--- src/rtl/norm_pkg.sv ---
package norm_pkg;
  localparam int MANT_W  = 24;
  localparam int SHAMT_W = $clog2(MANT_W);
endpackage

--- src/rtl/norm_lzc.sv ---
module norm_lzc #(
  parameter int WIDTH = norm_pkg::MANT_W,
  parameter int CNT_W = $clog2(WIDTH)
) (
  input  logic [WIDTH-1:0] bits_in,
  output logic [CNT_W-1:0] lead_zeros,
  output logic             all_zero
);
  // Priority encode: the highest set bit wins; no set bit yields 0.
  function automatic logic [CNT_W-1:0] count_lead(input logic [WIDTH-1:0] v);
    logic [CNT_W-1:0] c;
    c = '0;
    for (int i = 0; i < WIDTH; i++) begin
      if (v[i]) c = CNT_W'(WIDTH - 1 - i);
    end
    return c;
  endfunction

  assign lead_zeros = count_lead(bits_in);
  assign all_zero   = ~|bits_in;
endmodule

--- src/rtl/norm_shift_stage.sv ---
module norm_shift_stage #(
  parameter int WIDTH = norm_pkg::MANT_W,
  parameter int DIST  = 1
) (
  input  logic             en,
  input  logic [WIDTH-1:0] d_in,
  output logic [WIDTH-1:0] d_out
);
  // One mux level: move up by DIST with zero fill, or pass straight through.
  assign d_out = en ? {d_in[WIDTH-1-DIST:0], {DIST{1'b0}}} : d_in;
endmodule

--- src/rtl/norm_barrel.sv ---
module norm_barrel #(
  parameter int WIDTH = norm_pkg::MANT_W,
  parameter int CNT_W = $clog2(WIDTH)
) (
  input  logic [WIDTH-1:0] data_in,
  input  logic [CNT_W-1:0] amount,
  output logic [WIDTH-1:0] data_out
);
  logic [WIDTH-1:0] lvl [CNT_W+1];

  assign lvl[0] = data_in;

  for (genvar k = 0; k < CNT_W; k++) begin : g_stage
    norm_shift_stage #(.WIDTH(WIDTH), .DIST(1 << k)) u_stage (
      .en   (amount[k]),
      .d_in (lvl[k]),
      .d_out(lvl[k+1])
    );
  end

  assign data_out = lvl[CNT_W];
endmodule

--- src/rtl/mant_norm.sv ---
module mant_norm #(
  parameter int WIDTH   = norm_pkg::MANT_W,
  parameter int CNT_W   = $clog2(WIDTH),
  parameter bit REG_OUT = 1'b1
) (
  input  logic             clk,
  input  logic             rst_n,
  input  logic [WIDTH-1:0] mant_in,
  output logic [WIDTH-1:0] mant_out,
  output logic [CNT_W-1:0] shamt_out,
  output logic             zero_out
);
  localparam logic [CNT_W-1:0] MAX_SHIFT = CNT_W'(WIDTH - 1);

  // Combinational results, brought out as named wires for the checks.
  logic [CNT_W-1:0] comb_cnt;
  logic             comb_zero;
  logic [WIDTH-1:0] comb_mant;

  function automatic logic [WIDTH-1:0] below_mask(input logic [CNT_W-1:0] n);
    logic [WIDTH-1:0] m;
    m = '0;
    for (int i = 0; i < WIDTH; i++) begin
      if (i < int'(n)) m[i] = 1'b1;
    end
    return m;
  endfunction

  norm_lzc #(.WIDTH(WIDTH), .CNT_W(CNT_W)) u_lzc (
    .bits_in   (mant_in),
    .lead_zeros(comb_cnt),
    .all_zero  (comb_zero)
  );

  norm_barrel #(.WIDTH(WIDTH), .CNT_W(CNT_W)) u_barrel (
    .data_in (mant_in),
    .amount  (comb_cnt),
    .data_out(comb_mant)
  );

  if (REG_OUT) begin : g_reg
    always_ff @(posedge clk) begin
      if (!rst_n) begin
        mant_out  <= '0;
        shamt_out <= '0;
        zero_out  <= 1'b1;
      end else begin
        mant_out  <= comb_mant;
        shamt_out <= comb_cnt;
        zero_out  <= comb_zero;
      end
    end
  end else begin : g_comb
    assign mant_out  = comb_mant;
    assign shamt_out = comb_cnt;
    assign zero_out  = comb_zero;
  end

  // a nonzero result is normalized
  p_msb_norm_r1: assert property (@(posedge clk) disable iff (!rst_n)
    !comb_zero |-> comb_mant[WIDTH-1]);
  // the bit the encoder points at is really set
  p_lead_one_r2: assert property (@(posedge clk) disable iff (!rst_n)
    !comb_zero |-> mant_in[WIDTH-1-int'(comb_cnt)]);
  // the vacated low positions are zero
  p_low_fill_r3: assert property (@(posedge clk) disable iff (!rst_n)
    (comb_mant & below_mask(comb_cnt)) == '0);
  // a zero input passes through unshifted
  p_zero_pass_r4: assert property (@(posedge clk) disable iff (!rst_n)
    comb_zero |-> (comb_mant == '0 && comb_cnt == '0));
  // the count stays within the datapath
  p_shamt_range_r7: assert property (@(posedge clk) disable iff (!rst_n)
    shamt_out <= MAX_SHIFT);
endmodule

--- config.mk ---
export PLATFORM = sky130hd
export DESIGN_NAME = mant_norm
export DESIGN_NICKNAME = d
export VERILOG_FILES = /design/src/rtl/norm_pkg.sv /design/src/rtl/norm_lzc.sv /design/src/rtl/norm_shift_stage.sv /design/src/rtl/norm_barrel.sv /design/src/rtl/mant_norm.sv
export SDC_FILE = /design/constraint.sdc
export NUM_CORES = 1
export LEC_CHECK = 0
export BUFFER_PORTS_ARGS = -buffer_cell sky130_fd_sc_hd__buf_2
export CAP_MARGIN = 10
export CORE_UTILIZATION = 48
export CTS_CLUSTER_SIZE = 25
export DETAILED_ROUTE_END_ITERATION = 6
export PLACE_DENSITY = 0.83
export SYNTH_ARGS = -nofsm -noshare
export SYNTH_HDL_FRONTEND = slang
export SYNTH_SLANG_ARGS = --single-unit
--- constraint.sdc ---
create_clock -name clk -period 2.05 [get_ports clk]
set_input_delay 0.1025 -clock clk [delete_from_list [all_inputs] [get_ports clk]]
set_output_delay 0.1025 -clock clk [all_outputs]
set_load 0.02 [all_outputs]
==> results of run 1 <==
timing repair:
item,in CTS,in global routing
gates resized for setup,4,60
cloned,1,0
pin swaps,2,13
setup buffers,1,3
setup endpoints to repair,5,17
path summary, 6_finish.rpt:
check / startpoint / to / slack [ps] / cells past startpoint
min: rst_n / mant_out[19] / 190 / 3
max: mant_in[16] / mant_out[16] / -60 / 11
cells by family after synthesis:
family / Yosys count / synth area share
compound gates: 65 / 0.222
buf+inv: 28 / 0.0689
simple gates: 104 / 0.246
mux: 33 / 0.182
flops: 30 / 0.280
sequential cells by signal, summed over array words and instances (netlist names):
signal	cells
mant_out	24
shamt_out	5
zero_out	1
where the power goes:
part           internal, mW  switching, mW
clock                 0.269          0.227
sequential            0.628         0.0106
combinational         0.353          0.419
total                  1.25          0.657
final cells by class:
cell class / instances / area share
repair buffers: 150 / 0.304
flip-flops and latches: 30 / 0.169
inverters: 9 / 0.00950
clock buffers: 6 / 0.0232
well taps: 50 / 0.0176
clock inverters: 2 / 0.00352
multi-input cells: 202 / 0.473
critical path, cell delays in order:
cell      delay, ps
buf_2           130
nor4_4          340
buf_4           200
a221oi_4         70
buf_4           170
buf_4           140
a22oi_1         350
mux2i_1         230
buf_4           180
o41ai_1         270
nor3_1           90
layout by cell type, fill, tap and decap left out, types with 5 or more instances in the layout:
cell	instances
buf_4	88
buf_2	52
nor2_1	30
dfxtp_1	30
nand2_1	21
a21oi_1	12
mux2i_1	11
mux2i_4	8
inv_1	7
nand3_1	7
nor3_1	6
nor2b_1	6
clkbuf_8	6
mux2i_2	5
a31oi_1	5
buf_6	5
per-layer routing:
| metal | vias to the layer above | GRT usage | share of wire |
|---|---|---|---|
| li1 | 1257 | - | - |
| met1 | 1340 | 0.457 | 0.35 |
| met5 | - | 0 | 0 |
| met3 | 93 | 0.0757 | 0.11 |
| met2 | 284 | 0.578 | 0.46 |
| met4 | 0 | 0.158 | 0.072 |
per-stage QoR:
step                TNS, ps   util  power (mW)  hold slack, ps
finish                 -239  0.858        1.91             185
global route           -379  0.858        1.98             201
CTS                   -21.4  0.787        1.77             182
detailed placement    -4250  0.751        1.27             472
global placement      -3000  0.751        1.25             430
floorplan              -161      -       0.988             232
==> impl_metrics.yaml, run 1 <==
sta:
  setup_viol: 5
  rsz0062_at_grt: "yes"
  worstMarginPinSlew_ps: 515
  fin_ws_ps: -63.7
  slew-limit-headroom: 0.653
  min_period_over_period: 1.03
  drv_slew: 0
  fmax_mhz: 473
  hold_viol_final: 0
  min_period_ps: 2110
floorplanning:
  num_rows: 23
  core_area_sq_um: 4140
  die_w_um: 68.8
  start_util: 0.517
  dieArea_sq_um: 4740
  die-height_um: 68.8
  ios: 56
routing:
  route.detailed.drc: 0
  vias_per_cell: 6.62
  detail_route.wl_per_cell_um: 20.7
  routed_wl_mm: 9.32
  num_vias: 2974
  first_pass_iters: 7
  drtAntennaViolNets: 0
  drt_iter0_markers: 470
critical_path:
  crit_required_ps: 2210
  critPathKind: "in2reg"
  endpoint_kind: "flop"
  cp.arrival_ps: 2280
  start_kind: "input pin"
  critical_path.max_fanout: 4
logic_synthesis:
  synth-edff-count: 0
  synth_top_cells_by_area: "dfxtp_1 (28%), mux2i_1 (11%), nor2_1 (5.4%), mux4_2 (4.2%), nand2_1 (3.7%)"
  synth_top_area_frac: 0.280
  synth_cells: 260
  synth_most_common_cell: "nor2_1"
  syn_area_sq_um: 2140
  avgSynthCellArea_sq_um: 8.24
  ys_types: 52
  synth_ff_type: "dfxtp_1"
  synth_nets: 286
  synth_commonest_cells: "nor2_1 (31), dfxtp_1 (30), mux2i_1 (23)"
  ys_ff_latch: 30
  ys_seq_area_frac: 0.280
  yosysTopAreaCell: "dfxtp_1"
  async_flop_share: 0
  ys_warn_count: 0
final_layout:
  n_antenna_cell: 0
  drive_above_1_share: 0.529
  stdcell_area_sq_um: 3550
  fin_cells: 449
  multi_input_area_sq_um: 1680
  finalNetCount: 424
  register_area_sq_um: 601
  syn_to_final_growth_pct: 65.8
  fillers: 202
min_path:
  worstHoldPathType: "in2reg"
placed_design:
  dp_cells: 437
  port_buffers: 55
  hpwl_mm: 5.60
  place_ws_ps: -331
  placed_area_sq_um: 3110
  gp_congestion: 0.974
clock_network:
  root_buffer: "clkbuf_8"
  clkTransAtPathRegs_ps: 70
  htree_levels: 2
  clk_path_buf_depth: 2
  cts_hold_buf: 0
  numCtsBuffers: 5
  cts_sinks: 30
  cts_tree: "built"
status:
  outcome: "complete, but fails checks"
  violations: "setup timing"
global_routing:
  grt_pass1_wl_mm: 12.4
  track_usage: 0.358
  first_global_vias: 2512
  antenna_found_initial: 0
  overflow: 0
  grt_start_max_net_pins: 17
run:
  maxCapViolCount: 0
pwr:
  ir_drop_uv: 340
  total_leakage_power_nw: 1.63
  p_per_area_nw_per_um2: 537
No activity file was read; power rests on OpenSTA's default activity.
==> run 2: changes to the inputs <==
--- a/config.mk
+++ b/config.mk
@@ -7,10 +7,10 @@
 export LEC_CHECK = 0
 export BUFFER_PORTS_ARGS = -buffer_cell sky130_fd_sc_hd__buf_2
 export CAP_MARGIN = 10
-export CORE_UTILIZATION = 48
+export CORE_UTILIZATION = 25
 export CTS_CLUSTER_SIZE = 25
 export DETAILED_ROUTE_END_ITERATION = 6
-export PLACE_DENSITY = 0.83
+export PLACE_DENSITY = 0.52
 export SYNTH_ARGS = -nofsm -noshare
 export SYNTH_HDL_FRONTEND = slang
 export SYNTH_SLANG_ARGS = --single-unit
==> run 2 against run 1 <==
  * The run now ends clean
  * Via count shrank 16%
  * Setup slack gained 110 ps
  * Non-clock buffer count grew 1
  * Hold slack lost 42 ps
  * Cell area shrank 3.2%
==> impl_metrics.yaml, run 2 (synthesis results as in run 1) <==
floorplanning:
  start_util: 0.260
  ios: 56
  dieArea_sq_um: 8950
  num_rows: 33
  die-height_um: 94.6
  core_area_sq_um: 8260
  die_w_um: 94.6
sta:
  fmax_mhz: 500
  worstMarginPinSlew_ps: 468
  min_period_ps: 2000
  setup_viol: 0
  hold_viol_final: 0
  slew-limit-headroom: 0.688
  min_period_over_period: 0.975
  drv_slew: 0
critical_path:
  slowest_delay_ps: 420
  start_kind: "input pin"
  critical_path.max_fanout: 8
  crit_buf_inv: 2
  critPathTopFamily: "simple AND/OR/NAND/NOR gates"
  critical_path.slowest_cell: "a222oi_1"
  crit_required_ps: 2220
  critPathKind: "in2reg"
  path_cells: "buf_2 > nor4_4 > nand2_1 > a211oi_2 > nand2b_1 > buf_12 > mux4_2 > a222oi_1 > nor2_1"
  cp.arrival_ps: 2160
  endpoint_kind: "flop"
global_routing:
  grt_pass1_wl_mm: 11.8
  first_global_vias: 2322
  overflow: 0
  grt_start_max_net_pins: 14
  track_usage: 0.172
  antenna_found_initial: 0
routing:
  num_vias: 2501
  route.detailed.drc: 0
  drtAntennaViolNets: 0
  first_pass_iters: 4
  drt_iter0_markers: 90
  routed_wl_mm: 7.56
  detail_route.wl_per_cell_um: 15.0
  vias_per_cell: 4.95
clock_network:
  clkTransAtPathRegs_ps: 70
  root_buffer: "clkbuf_8"
  cts_sinks: 30
  numCtsBuffers: 5
  cts_tree: "built"
  cts_hold_buf: 0
  htree_levels: 2
  clk_path_buf_depth: 2
pwr:
  total_leakage_power_nw: 1.61
  p_per_area_nw_per_um2: 550
  ir_drop_uv: 232
placed_design:
  hpwl_mm: 6.13
  placed_area_sq_um: 3180
  gp_congestion: 0.891
  port_buffers: 55
run:
  maxCapViolCount: 0
final_layout:
  fillers: 860
  n_antenna_cell: 0
  regMostFlops: "mant_out"
  final_util: 0.417
  finalNetCount: 425
  reg_top3: "mant_out x24, shamt_out x5, zero_out x1"
  largest_reg_flops: 24
  final_common_cell: "buf_4"
  final_cell_mix: "buf_4 (92), buf_2 (55), nor2_1 (31)"
  drive_above_1_share: 0.498
  stdcell_area_sq_um: 3440
  syn_to_final_growth_pct: 60.5
min_path:
  worstHoldPathType: "in2reg"
status:
  outcome: "finished clean"
run 2: cell types whose count changed in the layout (fill, tap and decap cells not counted), sizes merged:
cell	previous run	this run
clkbuf	6	5
clkinv	2	3
buf	150	151
bufinv	0	1
clkinvlp	1	0
run 2: routing by layer:
layer  routed length [um]  vias to the layer above  global-route usage  share of wire
li1                     -                     1251                   -              -
met1                 3560                     1166               0.233           0.47
met2                 3560                       74               0.287           0.47
met3                  316                       10              0.0233          0.042
met4                  120                        0              0.0417          0.016
met5                    0                        -                   0              0
run 2: path summary, 6_finish.rpt:
check                 slack [ps]  cells after the start      endpoint         from
worst max-delay path          50                      9  mant_out[11]  mant_in[16]
worst min-delay path         140                      3  mant_out[19]        rst_n
run 2: tightest hold or removal path, stage by stage:
cell and delay (ps):
buf_2 140, nand2_1 60, o211ai_1 70
run 2: per-stage QoR:
| step | instances | hold WS (ps) | power (mW) | setup WS (ps) | TNS (ps) |
|---|---|---|---|---|---|
| 3_5_place_dp | 492 | 438 | 1.27 | -450 | -6580 |
| 4_1_cts | 500 | 138 | 1.86 | -7.08 | -8.33 |
| 6_report | 505 | 143 | 1.89 | 50.9 | 0 |
| 2_1_floorplan | 260 | 232 | 0.988 | -81.8 | -161 |
| 5_1_grt | 505 | 175 | 1.98 | -26.9 | -46.9 |
| 3_3_place_gp | 492 | 451 | 1.27 | -325 | -4390 |
run 2: final cells by class:
class | instances | area, sq um | area share
flip-flops and latches | 30 | 601 | 0.175
well taps | 105 | 131 | 0.0382
repair buffers | 151 | 1030 | 0.299
inverters | 9 | 33.8 | 0.00982
clock inverters | 3 | 40.0 | 0.0116
clock buffers | 5 | 68.8 | 0.0200
multi-input cells | 202 | 1540 | 0.447
run 2: power breakdown:
part,total (mW),internal (mW),switching (mW)
Sequential,0.638,0.628,0.00954
Clock,0.584,0.357,0.227
Combinational,0.669,0.314,0.355
Total,1.89,1.30,0.592
run 2: repair_timing:
action | in CTS | in global routing
pin swaps | 2 | 8
gates resized for setup | 6 | 21
buffers inserted | 0 | 5
setup endpoints to repair | 13 | 17
==> run 3: changes to the inputs <==
--- a/config.mk
+++ b/config.mk
@@ -5,6 +5,7 @@
 export SDC_FILE = /design/constraint.sdc
 export NUM_CORES = 1
 export LEC_CHECK = 0
+export ABC_AREA = 1
 export BUFFER_PORTS_ARGS = -buffer_cell sky130_fd_sc_hd__buf_2
 export CAP_MARGIN = 10
 export CORE_UTILIZATION = 25
==> run 3 against run 2 <==
  * Non-clock buffer count decreased by 60
  * Highest routed layer unchanged
  * Die area grew 1.7%
  * Count of clock-buffer cells in the layout grew 1
  * Synthesized area is 1.8% higher
  * Maximum frequency up 2.8%
  * Total power up 6.0%
  * Flip-flop and latch count unchanged
  * Critical path depth increased by 9
  * Cell area rose by 1.1%
  * Sequential share of layout area is 0.19 points lower
  * Clock power up 1%
==> impl_metrics.yaml, run 3 <==
logic_synthesis:
  yosys.area_share.simple: 0.537
  ys_seq_area_frac: 0.275
  synth_top_area_frac: 0.275
  async_flop_share: 0
  syn_area_sq_um: 2180
  ys_warn_count: 0
  synth.area.mux_share: 0
  synth_cells: 364
  synth_ff_type: "dfxtp_1"
  synth_top_cells_by_area: "dfxtp_1 (28%), nand3_1 (26%), nand2_1 (16%), inv_1 (6.2%), nor2_1 (5.5%)"
  ys_types: 30
  synth_nets: 390
  synth_top_family_by_area: "simple AND/OR/NAND/NOR gates"
  synth_compound_area_frac: 0.0579
  avgSynthCellArea_sq_um: 5.99
  yosysTopAreaCell: "dfxtp_1"
  synth_most_common_cell: "nand3_1"
  synth_commonest_cells: "nand3_1 (115), nand2_1 (91), inv_1 (36)"
  synth_xor_area_frac: 0
  synthAdderAreaFrac: 0
  ys_ff_latch: 30
  synth-edff-count: 0
sta:
  setup_viol: 0
  worstMarginPinSlew_ps: 468
  fmax_mhz: 514
  fin_ws_ps: 105
  drv_slew: 0
  hold_viol_final: 0
  min_period_ps: 1940
  rsz0062_at_grt: "yes"
  min_period_over_period: 0.949
  slew-limit-headroom: 0.688
final_layout:
  syn_to_final_growth_pct: 59.6
  drive_above_1_share: 0.495
  largest_reg_flops: 24
  stdcell_area_sq_um: 3480
  regMostFlops: "mant_out"
  finalNetCount: 468
  fin_cells: 547
  final_util: 0.417
  final_cell_mix: "nand3_2 (66), nand2_1 (61), buf_2 (53)"
  reg_top3: "mant_out x24, shamt_out x5, zero_out x1"
  final_common_cell: "nand3_2"
  n_antenna_cell: 0
clock_network:
  clk_path_buf_depth: 2
  root_buffer: "clkbuf_8"
  numCtsBuffers: 5
  clkTransAtPathRegs_ps: 60
  cts_sinks: 30
  htree_levels: 2
  cts_tree: "built"
critical_path:
  critical_path.max_fanout: 25
  critPathLaunch: "mant_in[2]"
  crit_required_ps: 2270
  endpoint_kind: "flop"
  start_kind: "input pin"
  cp.arrival_ps: 2160
  critPathKind: "in2reg"
pwr:
  total_leakage_power_nw: 1.77
  p_per_area_nw_per_um2: 576
  power_mw: 2.00
  ir_drop_uv: 190
placed_design:
  hpwl_mm: 5.35
  placed_area_sq_um: 2730
  place_ws_ps: -208
  port_buffers: 55
  dp_cells: 538
  gp_congestion: 0.883
floorplanning:
  core_area_sq_um: 8340
  die-height_um: 95.4
  start_util: 0.261
  dieArea_sq_um: 9100
  num_rows: 33
  die_w_um: 95.4
  ios: 56
routing:
  route.detailed.drc: 0
  detail_route.wl_per_cell_um: 13.7
  drt_iter0_markers: 150
  routed_wl_mm: 7.49
  first_pass_iters: 4
  vias_per_cell: 4.96
  drtAntennaViolNets: 0
  num_vias: 2714
run:
  maxCapViolCount: 0
status:
  outcome: "finished clean"
min_path:
  worstHoldPathType: "in2reg"
  min_from: "rst_n"
global_routing:
  grt_start_max_net_pins: 26
  overflow: 0
  track_usage: 0.157
  antenna_found_initial: 0
  first_global_vias: 2399
  grt_pass1_wl_mm: 11.1
-- run 3: cell count changes after synthesis, moves of 5 or more --
cell	change
a21oi_1	-10
a221oi_1	-6
a31oi_1	-5
buf_4	-5
inv_1	+28
mux2i_1	-23
nand2_1	+70
nand3_1	+107
nor2b_1	-9
-- run 3: power breakdown --
part,internal [mW],leakage [nW],total [mW],switching [mW]
registers,0.635,0.249,0.646,0.0111
clock network,0.388,0.0573,0.591,0.203
logic,0.288,1.46,0.767,0.479
-- run 3: timing repair --
action	4_1_cts	5_1_grt
hold buffers	0	0
hold endpoints to repair	0	0
setup buffers	0	1
gates resized for setup	0	140
setup endpoints to repair	0	23
-- run 3: routing by layer --
layer / routed length (um) / track usage
met5: 0 / 0
met4: 144 / 0.0473
met3: 384 / 0.0255
met2: 3730 / 0.267
met1: 3230 / 0.202
-- run 3: worst max-delay path, stage by stage --
cell and delay, ps:
buf_2 100, inv_2 30, buf_4 120, buf_4 120
a311oi_2 240, o31ai_1 100, nand2_1 80, nand2_1 50
nand2_1 50, nand2_1 40, nand2_1 60, nand3_1 60
nand2_1 120, clkinv_1 120, buf_12 190, o31ai_4 310
nand3_1 110, a21oi_1 150
-- run 3: worst paths after layout --
kind	slack (ps)	cells past startpoint	to
setup / recovery	110	18	mant_out[12]
hold / removal	60	2	zero_out
-- run 3: area by class of cell --
type,instances,area [sq um]
Timing Repair Buffer,91,623
Clock inverter,1,30.0
Sequential cell,30,601
Inverter,38,143
Multi-Input combinational cell,276,1870
Tap cell,105,131
Fill cell,882,4860
Clock buffer,6,82.6
-- run 3: per-stage QoR --
step	setup TNS [ps]	hold WS, ps
6_report	0	55.1
3_3_place_gp	-2330	334
5_1_grt	-1670	59.2
2_1_floorplan	0	191
4_1_cts	0	51.3
3_5_place_dp	-2810	339
-- run 3: cell families (layout without fill, tap and decap cells) --
group / Yosys count / count (layout)
buffers and inverters: 58 / 136
flip-flops: 30 / 30
AND/OR/NAND/NOR: 257 / 257
AO/OA/AOI/OAI: 19 / 19
